`config.mk`:
```
export PLATFORM = sky130hd
export DESIGN_NAME = blk_wprot
export DESIGN_NICKNAME = d
export VERILOG_FILES = /design/src/rtl/bwp_pkg.sv /design/src/rtl/bwp_seq_fsm.sv /design/src/rtl/bwp_prot_bank.sv /design/src/rtl/blk_wprot.sv
export SDC_FILE = /design/constraint.sdc
export NUM_CORES = 1
export LEC_CHECK = 0
export ABC_AREA = 1
export BUFFER_PORTS_ARGS = -buffer_cell sky130_fd_sc_hd__clkbuf_2
export CAP_MARGIN = 20
export CORE_MARGIN = 5
export CORE_UTILIZATION = 54
export DETAILED_ROUTE_END_ITERATION = 10
export GPL_ROUTABILITY_DRIVEN = 0
export PLACE_DENSITY = 0.95
export SYNTH_ARGS = -nofsm -noshare
export SYNTH_HDL_FRONTEND = slang
export SYNTH_SLANG_ARGS = --single-unit
```
`constraint.sdc`:
```
create_clock -name clk -period 2.35 [get_ports clk]
set_input_delay 0.47 -clock clk [delete_from_list [all_inputs] [get_ports clk]]
set_output_delay 0.47 -clock clk [all_outputs]
set_load 0.05 [all_outputs]
```
`src/rtl/bwp_pkg.sv`:
```
// Shared constants and types for the block write protector.
// Assumes command addresses are compared on the low CMD_AW bits only.
package bwp_pkg;
    localparam int CMD_AW = 15;
    localparam int DATA_W = 8;

    localparam logic [CMD_AW-1:0] CMD_ADR_HI = 15'h5555;
    localparam logic [CMD_AW-1:0] CMD_ADR_LO = 15'h2AAA;

    localparam logic [DATA_W-1:0] KEY_LEAD   = 8'hAA;
    localparam logic [DATA_W-1:0] KEY_SECOND = 8'h55;
    localparam logic [DATA_W-1:0] KEY_SET    = 8'hA0;
    localparam logic [DATA_W-1:0] KEY_EXT    = 8'h80;
    localparam logic [DATA_W-1:0] KEY_CLEAR  = 8'h20;

    typedef enum logic [2:0] {
        SQ_IDLE,
        SQ_GOT1,
        SQ_GOT2,
        SQ_EXT3,
        SQ_EXT4,
        SQ_EXT5,
        SQ_WIN
    } seq_st_t;
endpackage

```
`src/rtl/bwp_seq_fsm.sv`:
```
// Command sequence matcher.
// Tracks the arm-set prefix and the six-byte arm-clear sequence, and holds
// the write window until the end of the programming period.
// Assumes: stb is a single-cycle pulse per byte; a mismatching byte drops
// the matcher to idle and is not re-examined as a new start.
module bwp_seq_fsm
    import bwp_pkg::*;
(
    input  logic              clk,
    input  logic              rst_n,
    input  logic              stb,
    input  logic [CMD_AW-1:0] addr_lo,
    input  logic [DATA_W-1:0] data,
    input  logic              prog_done,
    output logic              seq_hit,
    output logic              arm_set,
    output logic              arm_clr,
    output logic              win_open
);
    seq_st_t st_q, st_d;

    logic at_hi, at_lo;
    assign at_hi = (addr_lo == CMD_ADR_HI);
    assign at_lo = (addr_lo == CMD_ADR_LO);

    // Next state and per-byte decode of the command sequences.
    always_comb begin
        st_d    = st_q;
        seq_hit = 1'b0;
        arm_set = 1'b0;
        arm_clr = 1'b0;
        unique case (st_q)
            SQ_IDLE: if (stb && at_hi && data == KEY_LEAD) begin
                st_d = SQ_GOT1; seq_hit = 1'b1;
            end
            SQ_GOT1: if (stb) begin
                if (at_lo && data == KEY_SECOND) begin
                    st_d = SQ_GOT2; seq_hit = 1'b1;
                end else st_d = SQ_IDLE;
            end
            SQ_GOT2: if (stb) begin
                if (at_hi && data == KEY_SET) begin
                    st_d = SQ_WIN; seq_hit = 1'b1; arm_set = 1'b1;
                end else if (at_hi && data == KEY_EXT) begin
                    st_d = SQ_EXT3; seq_hit = 1'b1;
                end else st_d = SQ_IDLE;
            end
            SQ_EXT3: if (stb) begin
                if (at_hi && data == KEY_LEAD) begin
                    st_d = SQ_EXT4; seq_hit = 1'b1;
                end else st_d = SQ_IDLE;
            end
            SQ_EXT4: if (stb) begin
                if (at_lo && data == KEY_SECOND) begin
                    st_d = SQ_EXT5; seq_hit = 1'b1;
                end else st_d = SQ_IDLE;
            end
            SQ_EXT5: if (stb) begin
                if (at_hi && data == KEY_CLEAR) begin
                    st_d = SQ_WIN; seq_hit = 1'b1; arm_clr = 1'b1;
                end else st_d = SQ_IDLE;
            end
            SQ_WIN: if (prog_done) st_d = SQ_IDLE;
            default: st_d = SQ_IDLE;
        endcase
    end

    // State register with synchronous reset.
    always_ff @(posedge clk) begin
        if (!rst_n) st_q <= SQ_IDLE;
        else        st_q <= st_d;
    end

    assign win_open = (st_q == SQ_WIN);


    window_hold_chk: assert property (@(posedge clk) disable iff (!rst_n)
        (win_open && !prog_done) |=> win_open);


    arm_opens_chk: assert property (@(posedge clk) disable iff (!rst_n)
        (arm_set || arm_clr) |=> win_open);


    break_to_idle_chk: assert property (@(posedge clk) disable iff (!rst_n)
        (stb && !win_open && st_q != SQ_IDLE && !seq_hit) |=> (st_q == SQ_IDLE));
endmodule

```
`src/rtl/bwp_prot_bank.sv`:
```
// Per-block protect bits.
// One bit per block; a bit loads on an apply pulse addressed to it and all
// bits clear on clr. The logic reset does not touch them.
module bwp_prot_bank #(
    parameter int BLK_W = 2,
    localparam int NBLK = 1 << BLK_W
) (
    input  logic             clk,
    input  logic             rst_n,
    input  logic             clr,
    input  logic             apply,
    input  logic             val,
    input  logic [BLK_W-1:0] sel,
    output logic [NBLK-1:0]  prot
);
    for (genvar g = 0; g < NBLK; g++) begin : g_bit
        // Hold, clear or load this block's protect bit.
        always_ff @(posedge clk) begin
            if (clr)                                 prot[g] <= 1'b0;
            else if (apply && sel == BLK_W'(g))      prot[g] <= val;
        end
    end


    prot_change_chk: assert property (@(posedge clk) disable iff (!rst_n)
        (!$stable(prot) && !$past(clr)) |-> $past(apply));


    one_bit_chk: assert property (@(posedge clk) disable iff (!rst_n)
        !$past(clr) |-> ($countones(prot ^ $past(prot)) <= 1));


    clr_result_chk: assert property (@(posedge clk) disable iff (!rst_n)
        clr |=> (prot == '0));
endmodule

```
`src/rtl/blk_wprot.sv`:
```
// Block write protector top.
// Gates byte-write strobes by per-block protection and command sequences.
// Assumes ADDR_W >= CMD_AW + BLK_W and that prog_done marks the end of
// the programming period that follows a byte load.
module blk_wprot
    import bwp_pkg::*;
#(
    parameter int ADDR_W = 17,
    parameter int BLK_W  = 2,
    localparam int NBLK  = 1 << BLK_W
) (
    input  logic              clk,
    input  logic              rst_n,
    input  logic              prot_clr,
    input  logic              wr_stb,
    input  logic [ADDR_W-1:0] wr_addr,
    input  logic [7:0]        wr_data,
    input  logic              prog_done,
    output logic              wr_permit,
    output logic [NBLK-1:0]   prot_state
);
    logic             seq_hit, arm_set, arm_clr, win_open;
    logic [BLK_W-1:0] blk_idx;
    logic [BLK_W-1:0] tgt_blk_q;
    logic             tgt_set_q;

    assign blk_idx = wr_addr[ADDR_W-1 -: BLK_W];

    bwp_seq_fsm u_seq (
        .clk       (clk),
        .rst_n     (rst_n),
        .stb       (wr_stb),
        .addr_lo   (wr_addr[CMD_AW-1:0]),
        .data      (wr_data),
        .prog_done (prog_done),
        .seq_hit   (seq_hit),
        .arm_set   (arm_set),
        .arm_clr   (arm_clr),
        .win_open  (win_open)
    );

    // Remember which block and which action the completed sequence chose.
    always_ff @(posedge clk) begin
        if (!rst_n) begin
            tgt_blk_q <= '0;
            tgt_set_q <= 1'b0;
        end else if (arm_set || arm_clr) begin
            tgt_blk_q <= blk_idx;
            tgt_set_q <= arm_set;
        end
    end

    bwp_prot_bank #(.BLK_W(BLK_W)) u_bank (
        .clk   (clk),
        .rst_n (rst_n),
        .clr   (prot_clr),
        .apply (win_open && prog_done),
        .val   (tgt_set_q),
        .sel   (tgt_blk_q),
        .prot  (prot_state)
    );

    // Decide in the strobe cycle whether the byte reaches the array.
    always_comb begin
        wr_permit = wr_stb && rst_n && !seq_hit &&
                    (win_open || !prot_state[blk_idx]);
    end


    prot_write_blocked_chk: assert property (@(posedge clk) disable iff (!rst_n)
        (wr_stb && !win_open && prot_state[blk_idx]) |-> !wr_permit);


    seq_byte_dropped_chk: assert property (@(posedge clk) disable iff (!rst_n)
        seq_hit |-> !wr_permit);


    idle_no_permit_chk: assert property (@(posedge clk) disable iff (!rst_n)
        !wr_stb |-> !wr_permit);


    window_pass_chk: assert property (@(posedge clk) disable iff (!rst_n)
        (wr_stb && win_open) |-> wr_permit);
endmodule

```
==> out/qor.tcl <==
set qor(root_buffer) {sky130_fd_sc_hd__clkbuf_4}
set qor(synth_commonest_cells) {sky130_fd_sc_hd__nand2_1 (51), sky130_fd_sc_hd__inv_1 (36), sky130_fd_sc_hd__nor2_1 (29)}
set qor(fin_skew_ps) 6.36
set qor(path_clk_slew_ps) 70
set qor(rsz0062_at_grt) {false}
set qor(vias_per_cell) 5.01
set qor(cts_tree) {yes}
set qor(syn-instance-count) 201
set qor(globalRouteTotalUtil_pct) 20.4
set qor(drt_pre_antenna_iters) 4
set qor(timing.final.max_slew_violations) 0
set qor(floorplan.initialDensity_pct) 56.3
set qor(clock_latency_ps) 260
set qor(critPathMaxFanout) 5
set qor(hold_buffers) 0
set qor(layout.cell_area.non_filler_mm2) 0.00135
set qor(post_cts.repair.setup_buffers) 0
set qor(synth-async-reset-ratio_pct) 0
set qor(synth_fp_nets) 231
set qor(antenna_violations_before_repair) 0
set qor(maximum_number_of_pins_on_one_net_before_global_route_repair) 8
set qor(hold_path.startpoint) {prot_clr}
set qor(final_cycle_utilization_of_the_critical_path_pct) 92.4
set qor(post_synth_num_cell_types) 19
set qor(io_pins) 35
set qor(htree_num_levels) 1
set qor(antenna_violating_nets_post_route) 0
set qor(dr_wl_met3_um) 159
set qor(cap_violations) 0
set qor(top_layer_used) {met4}
set qor(hold_viol_final) 0
set qor(floorplan.rows) 16
set qor(cp_data_arrival_time_ps) 1700
set qor(power.density_mw_per_mm2) 315
set qor(setup-violations-final) 0
set qor(routed-via-count) 1338
set qor(numPortBuffers) 34
set qor(n_antenna_cell) 0
set qor(hold_path_class) {in2reg}
set qor(post-layout-total-power_w) 0.000424
set qor(postSynth.topFlopCell) {sky130_fd_sc_hd__dfxtp_1}
set qor(hpwl_um) 2350
set qor(maximum_resistive_drop_on_vdd_mv) 0.237
set qor(synth.yosys.warnings) 0
set qor(first_pass_grt_wire_length_um) 4600
set qor(startpoint) {u_seq.st_q[0]}
set qor(syn_area_cell_um2) 5.44
set qor(core_region_area_mm2) 0.00194
set qor(design.die.area_mm2) 0.00303
set qor(yosysMostFrequentCell) {sky130_fd_sc_hd__nand2_1}
set qor(drtIter0Drc) 26
set qor(cp-end-kind) {output port}
set qor(worst_pin_slew_ps) 282
set qor(drc) 0
set qor(rr_startpoint) {u_seq.st_q[0]}
set qor(nNetsFinal) 271
set qor(final.setup.tns_ps) 0
set qor(post-route-min-period_ps) 2170
set qor(synth_edf_count) 0
set qor(outcome) {finished clean}
set qor(pre_cts_slack_ps) 241
set qor(setup.worst_path.class) {reg2out}
set qor(die-width_um) 55
set qor(placed_cell_area_mm2) 0.00131
set qor(cts_max_path_buffers) 2
set qor(synth_cell_area_mm2) 0.00109
set qor(synthDominantCellAreaShare_pct) 18.3
set qor(grt_pass1_vias) 1213
set qor(p_leak_nw) 0.717
set qor(wl_met1_um) 1150
set qor(postSynthRegisterBits) 10
set qor(drt_wl_total_um) 2720
set qor(areaGrowthSynthToFinish_pct) 23.3
set qor(wl_met2_um) 1390
set qor(route.detailed.wl_per_inst_um) 10.2
set qor(chipHeight_um) 55
set qor(netlist_top_cells_area) {sky130_fd_sc_hd__dfxtp_1 (18%), sky130_fd_sc_hd__nand2_1 (18%), sky130_fd_sc_hd__inv_1 (12%)}
set qor(yosysSeqAreaShare_pct) 18.3
set qor(cts_bufs_inserted) 3
set qor(critPathRequiredTime_ps) 1880
set qor(layout-drive-gt1-share_pct) 26.7
set qor(grt_overflow_total) 0
set qor(post-route-worst-setup-slack_ps) 178
set qor(tritoncts_num_sinks) 10
set qor(critical_path.startpoint_type) {flop}
set qor(slew_headroom_pct) 81.3
set qor(yosysTopAreaCell) {sky130_fd_sc_hd__dfxtp_1}
set qor(fmax_mhz) 460
-- worst max-delay path, stage by stage (launching register included) --
cell and delay (ps):
sky130_fd_sc_hd__dfxtp_1 430, sky130_fd_sc_hd__inv_2 80, sky130_fd_sc_hd__nor3_2 140, sky130_fd_sc_hd__nor3b_4 240
sky130_fd_sc_hd__nand3_1 110, sky130_fd_sc_hd__nand2_1 80, sky130_fd_sc_hd__inv_1 40, sky130_fd_sc_hd__nand2_1 50
sky130_fd_sc_hd__nor2_1 30, sky130_fd_sc_hd__clkbuf_2 230
-- layer usage --
layer  GRT usage, %  vias up
met5              0        -
met4           4.86        0
met3           3.22        2
met2           38.8       43
met1           23.4      579
li1               -      714
-- flip-flops by register name, summed over array words and instances (netlist names) --
| register | flops |
|---|---|
| u_bank.prot | 4 |
| u_seq.st_q | 3 |
| tgt_blk_q | 2 |
| tgt_set_q | 1 |
-- metrics by stage --
stage,utilization (%),instances,hold slack (ps)
after floorplan,-,201,480
after global placement,67.2,263,473
after detailed placement,67.2,263,472
after CTS,69.1,267,408
after global routing,69.5,267,431
final,69.5,267,430
-- cell type report --
| type | instances | area [µm²] |
|---|---|---|
| Multi-Input combinational cell | 149 | 742 |
| Sequential cell | 10 | 201 |
| Clock buffer | 4 | 36.3 |
| Inverter | 42 | 158 |
| Timing Repair Buffer | 35 | 178 |
| Fill cell | 194 | 593 |
| Tap cell | 27 | 33.8 |
-- timing repair --
item | in CTS | in global routing
gates resized for setup | 0 | 2
hold endpoints to repair | 0 | 0
endpoints found under the setup margin | 0 | 1
-- worst paths after layout --
check | endpoint | slack (ps) | cells after the start
worst max register to register | tgt_blk_q[1] | 970 | 6
worst max-delay path | wr_permit | 180 | 9
worst min register to register | u_bank.prot[2] | 490 | 2
worst min-delay path | u_bank.prot[1] | 430 | 2
-- cells by family (layout without fill, tap and decap cells) --
| family | count (synthesis) | count (layout) | synth area share [%] |
|---|---|---|---|
| flip-flops | 10 | 10 | 18.3 |
| AND/OR/NAND/NOR | 133 | 133 | 58.8 |
| AO/OA/AOI/OAI | 16 | 16 | 8.47 |
| buffers and inverters | 42 | 81 | 14.4 |
-- cell usage in the layout (no fill, tap or decap) --
master	netlist	final
sky130_fd_sc_hd__a211oi_1	2	2
sky130_fd_sc_hd__a21oi_1	9	9
sky130_fd_sc_hd__buf_4	0	1
sky130_fd_sc_hd__clkbuf_2	0	34
sky130_fd_sc_hd__clkbuf_4	0	3
sky130_fd_sc_hd__clkbuf_8	0	1
sky130_fd_sc_hd__dfxtp_1	10	9
sky130_fd_sc_hd__dfxtp_2	0	1
sky130_fd_sc_hd__inv_1	36	36
sky130_fd_sc_hd__inv_2	6	6
sky130_fd_sc_hd__nand2_1	51	51
sky130_fd_sc_hd__nand2_2	3	3
sky130_fd_sc_hd__nand3_1	27	27
sky130_fd_sc_hd__nand3_2	1	1
sky130_fd_sc_hd__nand3b_2	2	2
sky130_fd_sc_hd__nand4_1	7	7
sky130_fd_sc_hd__nor2_1	29	29
sky130_fd_sc_hd__nor2_2	5	5
sky130_fd_sc_hd__nor2_4	3	3
sky130_fd_sc_hd__nor3_1	1	1
sky130_fd_sc_hd__nor3_2	3	3
sky130_fd_sc_hd__nor3b_4	0	1
sky130_fd_sc_hd__o211ai_1	3	3
sky130_fd_sc_hd__o21ai_0	2	2
-- power breakdown --
group | internal (W) | switching, W | leakage (nW) | total (W)
Sequential | 0.000171 | 0.00000232 | 0.0811 | 0.000173
Clock | 0.0000940 | 0.0000582 | 0.0210 | 0.000152
Combinational | 0.0000375 | 0.0000616 | 0.615 | 0.0000991
Total | 0.000302 | 0.000122 | 0.717 | 0.000424
Note: power is estimated with default switching activity, not from simulation.
